### config.mk
export PLATFORM = sky130hd
export DESIGN_NAME = tick_sampler
export DESIGN_NICKNAME = d
export VERILOG_FILES = /design/src/rtl/tick_sampler_pkg.sv /design/src/rtl/tick_period_timer.sv /design/src/rtl/tick_io_seq.sv /design/src/rtl/tick_host_regs.sv /design/src/rtl/tick_sampler.sv
export SDC_FILE = /design/constraint.sdc
export NUM_CORES = 1
export LEC_CHECK = 0
export ABC_AREA = 1
export BUFFER_PORTS_ARGS = -buffer_cell sky130_fd_sc_hd__buf_2
export CAP_MARGIN = 15
export CORE_ASPECT_RATIO = 1.2
export CORE_MARGIN = 2
export CORE_UTILIZATION = 30
export CTS_BUF_LIST = sky130_fd_sc_hd__clkbuf_2
export CTS_CLUSTER_SIZE = 30
export DETAILED_ROUTE_END_ITERATION = 6
export MAX_ROUTING_LAYER = met4
export SETUP_SLACK_MARGIN = 0.3
export SLEW_MARGIN = 15
export SYNTH_ARGS = -nofsm -noshare
export SYNTH_HDL_FRONTEND = slang
export SYNTH_SLANG_ARGS = --single-unit
### constraint.sdc
create_clock -name clk -period 1.5 [get_ports clk]
set_input_delay 0 -clock clk [delete_from_list [all_inputs] [get_ports clk]]
set_output_delay 0 -clock clk [all_outputs]
set_load 0.1 [all_outputs]
### src/rtl/tick_sampler_pkg.sv
package tick_sampler_pkg;
  typedef enum logic [1:0] {
    ST_WAIT = 2'd0,
    ST_IO   = 2'd1,
    ST_HOST = 2'd2
  } seq_state_t;
endpackage

### src/rtl/tick_period_timer.sv
module tick_period_timer #(
  parameter int PERIOD = 50_000_000
) (
  input  logic clk,
  input  logic rst,
  input  logic idle,
  input  logic ovr_clr,
  output logic tick,
  output logic overrun
);
  localparam int CNT_W = (PERIOD > 2) ? $clog2(PERIOD) : 1;
  localparam logic [CNT_W-1:0] RELOAD = CNT_W'(PERIOD - 1);

  logic [CNT_W-1:0] remain;
  logic             due;

  assign due  = (remain == '0);
  assign tick = idle && due;

  // Deadline countdown: it saturates at zero, so an overrun leaves it there
  // until the sequencer is idle again, and the reload then re-bases the schedule.
  always_ff @(posedge clk) begin
    if (rst) begin
      remain <= RELOAD;
    end else if (tick) begin
      remain <= RELOAD;
    end else if (!due) begin
      remain <= remain - 1'b1;
    end
  end

  always_ff @(posedge clk) begin
    if (rst) begin
      overrun <= 1'b0;
    end else if (due && !idle) begin
      overrun <= 1'b1;
    end else if (ovr_clr) begin
      overrun <= 1'b0;
    end
  end

  AST_OVR_FROM_BUSY: assert property (@(posedge clk) disable iff (rst)
    $rose(overrun) |-> $past(!idle));

  AST_OVR_STICKY: assert property (@(posedge clk) disable iff (rst)
    overrun && !ovr_clr |=> overrun);
endmodule

### src/rtl/tick_io_seq.sv
module tick_io_seq
  import tick_sampler_pkg::*;
(
  input  logic clk,
  input  logic rst,
  input  logic tick,
  input  logic adc_ack,
  input  logic dac_ack,
  input  logic irq_clr,
  output logic adc_req,
  output logic dac_req,
  output logic irq,
  output logic idle,
  output logic cap_en,
  output logic lat_en
);
  seq_state_t state;
  logic       adc_done;
  logic       dac_done;
  logic       adc_hit;
  logic       dac_hit;
  logic       both_done;

  assign adc_hit   = (state == ST_IO) && adc_req && adc_ack;
  assign dac_hit   = (state == ST_IO) && dac_req && dac_ack;
  assign both_done = (adc_done || adc_hit) && (dac_done || dac_hit);
  assign idle      = (state == ST_WAIT);
  assign cap_en    = adc_hit;
  assign lat_en    = (state == ST_HOST) && irq_clr;

  always_ff @(posedge clk) begin
    if (rst) begin
      state    <= ST_WAIT;
      adc_req  <= 1'b0;
      dac_req  <= 1'b0;
      adc_done <= 1'b0;
      dac_done <= 1'b0;
      irq      <= 1'b0;
    end else begin
      case (state)
        ST_WAIT: begin
          if (tick) begin
            adc_req  <= 1'b1;
            dac_req  <= 1'b1;
            adc_done <= 1'b0;
            dac_done <= 1'b0;
            state    <= ST_IO;
          end
        end
        ST_IO: begin
          if (adc_hit) begin
            adc_req  <= 1'b0;
            adc_done <= 1'b1;
          end
          if (dac_hit) begin
            dac_req  <= 1'b0;
            dac_done <= 1'b1;
          end
          if (both_done) begin
            irq   <= 1'b1;
            state <= ST_HOST;
          end
        end
        ST_HOST: begin
          if (irq_clr) begin
            irq   <= 1'b0;
            state <= ST_WAIT;
          end
        end
        default: state <= ST_WAIT;
      endcase
    end
  end

  AST_ADC_REQ_HOLD: assert property (@(posedge clk) disable iff (rst)
    adc_req && !adc_ack |=> adc_req);

  AST_DAC_REQ_HOLD: assert property (@(posedge clk) disable iff (rst)
    dac_req && !dac_ack |=> dac_req);

  AST_REQ_PAIRED: assert property (@(posedge clk) disable iff (rst)
    $rose(adc_req) |-> $rose(dac_req));

  AST_IRQ_AFTER_IO: assert property (@(posedge clk) disable iff (rst)
    $rose(irq) |-> $past(state == ST_IO));

  AST_QUIET_UNDER_IRQ: assert property (@(posedge clk) disable iff (rst)
    irq |-> !adc_req && !dac_req);
endmodule

### src/rtl/tick_host_regs.sv
module tick_host_regs #(
  parameter int DATA_W = 16
) (
  input  logic              clk,
  input  logic              rst,
  input  logic              cap_en,
  input  logic [DATA_W-1:0] adc_data,
  input  logic              lat_en,
  input  logic [DATA_W-1:0] result_in,
  output logic [DATA_W-1:0] sample_q,
  output logic [DATA_W-1:0] dac_data
);
  always_ff @(posedge clk) begin
    if (rst) begin
      sample_q <= '0;
      dac_data <= '0;
    end else begin
      if (cap_en) sample_q <= adc_data;
      if (lat_en) dac_data <= result_in;
    end
  end
endmodule

### src/rtl/tick_sampler.sv
module tick_sampler #(
  parameter int PERIOD = 50_000_000,
  parameter int DATA_W = 16
) (
  input  logic              clk,
  input  logic              rst,
  output logic              adc_req,
  input  logic              adc_ack,
  input  logic [DATA_W-1:0] adc_data,
  output logic              dac_req,
  input  logic              dac_ack,
  output logic [DATA_W-1:0] dac_data,
  output logic              irq,
  output logic [DATA_W-1:0] sample_q,
  input  logic              irq_clr,
  input  logic [DATA_W-1:0] result_in,
  input  logic              ovr_clr,
  output logic              overrun
);
  logic tick;
  logic idle;
  logic cap_en;
  logic lat_en;

  tick_period_timer #(.PERIOD(PERIOD)) u_timer (
    .clk     (clk),
    .rst     (rst),
    .idle    (idle),
    .ovr_clr (ovr_clr),
    .tick    (tick),
    .overrun (overrun)
  );

  tick_io_seq u_seq (
    .clk     (clk),
    .rst     (rst),
    .tick    (tick),
    .adc_ack (adc_ack),
    .dac_ack (dac_ack),
    .irq_clr (irq_clr),
    .adc_req (adc_req),
    .dac_req (dac_req),
    .irq     (irq),
    .idle    (idle),
    .cap_en  (cap_en),
    .lat_en  (lat_en)
  );

  tick_host_regs #(.DATA_W(DATA_W)) u_regs (
    .clk       (clk),
    .rst       (rst),
    .cap_en    (cap_en),
    .adc_data  (adc_data),
    .lat_en    (lat_en),
    .result_in (result_in),
    .sample_q  (sample_q),
    .dac_data  (dac_data)
  );

  AST_DAC_STABLE_IN_WRITE: assert property (@(posedge clk) disable iff (rst)
    dac_req && $past(dac_req) |-> $stable(dac_data));

  AST_START_NEEDS_NO_IRQ: assert property (@(posedge clk) disable iff (rst)
    $rose(adc_req) |-> $past(!irq));
endmodule

==> run_results.csv <==
group,metric,value,unit
detailed_routing,num_vias,3246,
layout,fillers,889,
timing,worst_pin_slew,0.402,ns
global_routing,grt_pass1_vias,3299,
yosys,syn-cell-area,2980,sq um
timing,finalHoldViolCount,0,
cts,cts_buffers,9,
place,place_hpwl,5.66,mm
yosys,synth_fp_nets,470,
yosys,syn_inst,431,
cts,clock_latency,0.53,ns
worst_hold_path,hold_class,"primary input to register",
critical_path,path_common_cell,"nand2_8",
power,cellPowerDensity,667,nW/um^2
critical_path,criticalPathCategory,"register to register",
detailed_routing,wire_per_inst,12.8,um
timing,max_freq,683,MHz
global_routing,grt_pass1_wl,15.1,mm
timing,maxSlewViolCount,0,
yosys,yosysTopAreaCellShare,44.4,%
timing,post-route-min-period,1.46,ns
detailed_routing,drtPass1Iterations,4,
detailed_routing,vias_per_cell,4.56,
layout,diodes,0,
place,post-place-ws,-0.0109,ns
critical_path,slowest_stage,"dfxtp_1",
detailed_routing,drt_iter0_markers,129,
critical_path,cp.required,1.98,ns
die,std_cell_rows,39,
detailed_routing,drt_wl_total,9.12,mm
cts,cts_buffer_depth,2,
place,port-buffer-count,73,
yosys,yosys.area.top_type,"dfxtp_1",
critical_path,critPathMaxStageDelay,0.41,ns
place,routabilityCongestion,0.885,
yosys,synth_most_common_cell,"nand2_1",
die,die_x,95.0,um
die,start_util,31.0,%
timing,skew,0.0201,ns
die,die_y,113,um
timing,whs,0.209,ns
die,die-area,10700,sq um
yosys,yosys_register_bits,66,
job,cap_viol_max_count,0,
global_routing,grt_max_degree,34,
timing,period_share,97.6,%
power,leakage,2.24,nW
critical_path,crit_path_end_kind,"register",
timing,maxSlewHeadroom,73.1,%
timing,finalSetupViolCount,0,
layout,fin_cells,712,
power,peakVddDrop,0.510,mV
detailed_routing,drtAntennaViolNets,0,
yosys,synth-edff-count,0,
cts,cts-root-buf,"clkbuf_2",
timing,setup_slack,0.0363,ns
layout,fin_area,4780,sq um
critical_path,setup.worst_path.start_class,"register",
cts,h-tree-depth,3,
yosys,ys_seq_area_share,44.4,%
global_routing,grt_usage,18.5,%
place,dp_cells,640,
yosys,syn_avg_cell_area,6.91,sq um
timing,rsz0062_at_grt,"true",
yosys,synthTopCellsByArea,"dfxtp_1, nand2_1, nor2_1, o21ai_0, inv_1",
cts,cts_sinks,66,
cts,clk_pin_slew,0.18,ns
yosys,yosys_warnings,0,
yosys,synth_ff_type,"dfxtp_1",
die,num_io_pins,74,
cts,cts_tree,"done",
yosys,netlist_top_cells_count,"nand2_1, nor2_1, dfxtp_1",
critical_path,critPathMaxFanout,9,
detailed_routing,drc,0,
critical_path,critPathArrivalTime,1.94,ns
critical_path,crit_chain,"nor2_2 > nand2_2 > nor2_4 > nand2_4 > nor2_8 > nand2_8 > nand2_8 > inv_12 > nand2_1",
die,core_area,9610,sq um
place,placed_area,3730,sq um
global_routing,grt-ovfl-total,0,
yosys,synth.distinct_cells,24,
layout,fin_nets,624,
layout,synthToLayoutAreaGrowth,60.5,%
run_status,status,"finished, final reports clean",
global_routing,antenna_found_initial,0,
yosys,async_flop_share,0,%
layout,drive_above_1_share,37.7,%
## routing by layer
metal | share of wire, % | global-route usage (%)
met1 | 40 | 20.4
met2 | 54 | 32.3
met3 | 4.1 | 3.06
met4 | 2.2 | 8.60
met5 | 0 | -
## cells in the final DEF, fill, tap and decap left out, types with 3 or more instances in the layout
cell type,n
o21ai_0,33
buf_8,8
clkbuf_2,11
nand2_1,88
nand4_1,8
inv_1,45
xor2_1,4
buf_12,4
buf_6,28
buf_2,38
nand2_4,5
nor3_1,3
nand3_1,13
nand3b_1,4
a21oi_1,22
dfxtp_4,4
buf_4,35
nor2_2,18
dfxtp_2,40
o21ai_1,6
xnor2_1,4
nor2_1,76
dfxtp_1,22
nor2_4,6
dlygate4sd3_1,37
nand2_2,10
## state kept, by name (all words and copies together), names as in the netlist
register	flops
u_seq.dac_req	1
u_seq.irq	1
u_regs.dac_data	16
u_seq.adc_done	1
u_seq.state	2
u_seq.adc_req	1
u_timer.remain	26
u_regs.sample_q	16
u_seq.dac_done	1
u_timer.overrun	1
## worst max-delay path: cells and delay by family (launching register included)
family	cells	cell delay [ns]
buf+inv	1	0.06
flops	1	0.41
simple gates	8	0.94
## final timing paths
| check | start | to | slack [ns] | depth (start not counted) |
|---|---|---|---|---|
| worst min-delay path | adc_data[7] | u_regs.sample_q[7]$_SDFFE_PP0P_ | 0.21 | 4 |
| worst max-delay path | u_timer.remain[7]$_SDFFE_PP0P_ | u_timer.remain[12]$_SDFFE_PP1P_ | 0.04 | 9 |
| worst max register to register | u_timer.remain[7]$_SDFFE_PP0P_ | u_timer.remain[12]$_SDFFE_PP1P_ | 0.04 | 9 |
| worst min register to register | u_regs.dac_data[8]$_SDFFE_PP0P_ | u_regs.dac_data[8]$_SDFFE_PP0P_ | 0.46 | 2 |
## per-stage QoR
step	util, %	power, W	setup TNS [ns]
floorplan	-	0.00187	0
global placement	38.8	0.00193	0
detailed placement	38.8	0.00193	-0.0223
CTS	48.5	0.00322	0
global route	49.7	0.00333	-0.188
finish	49.7	0.00319	0
## timing repair
item / in CTS / in global routing
gates cloned: 5 / 0
resized for setup: 93 / 41
setup buffers: 14 / 1
setup endpoints to repair: 86 / 61
pin swaps: 9 / 8
hold endpoints to repair: 39 / 0
hold buffers: 37 / 0
## layout make-up
type                       count  area [sq um]  area share (%)
multi-input combinational    305          1540            32.3
sequential                    66          1390            29.0
timing repair buffer         150          1340            28.0
inverter                      50           210            4.40
tap                          123           154            3.22
clock inverter                 4          68.8            1.44
clock buffer                  11          55.1            1.15
timing repair inverter         3          22.5           0.471
## report_power, final
group	total [W]	switching, W	internal (W)
clock network	0.00120	0.000654	0.000549
logic	0.000225	0.0000958	0.000129
registers	0.00176	0.00000673	0.00176
total	0.00319	0.000756	0.00243
## logic make-up after synthesis
| kind of cell | after synthesis | share of synthesized area, % |
|---|---|---|
| AND/OR/NAND/NOR | 233 | 34.1 |
| flip-flops | 66 | 44.4 |
| AO/OA/AOI/OAI | 62 | 10.4 |
| buffers and inverters | 61 | 8.36 |
| XOR/XNOR | 8 | 2.35 |
| adder cells (fa/ha/maj) | 1 | 0.420 |
No activity file was read; power rests on OpenSTA's default activity.
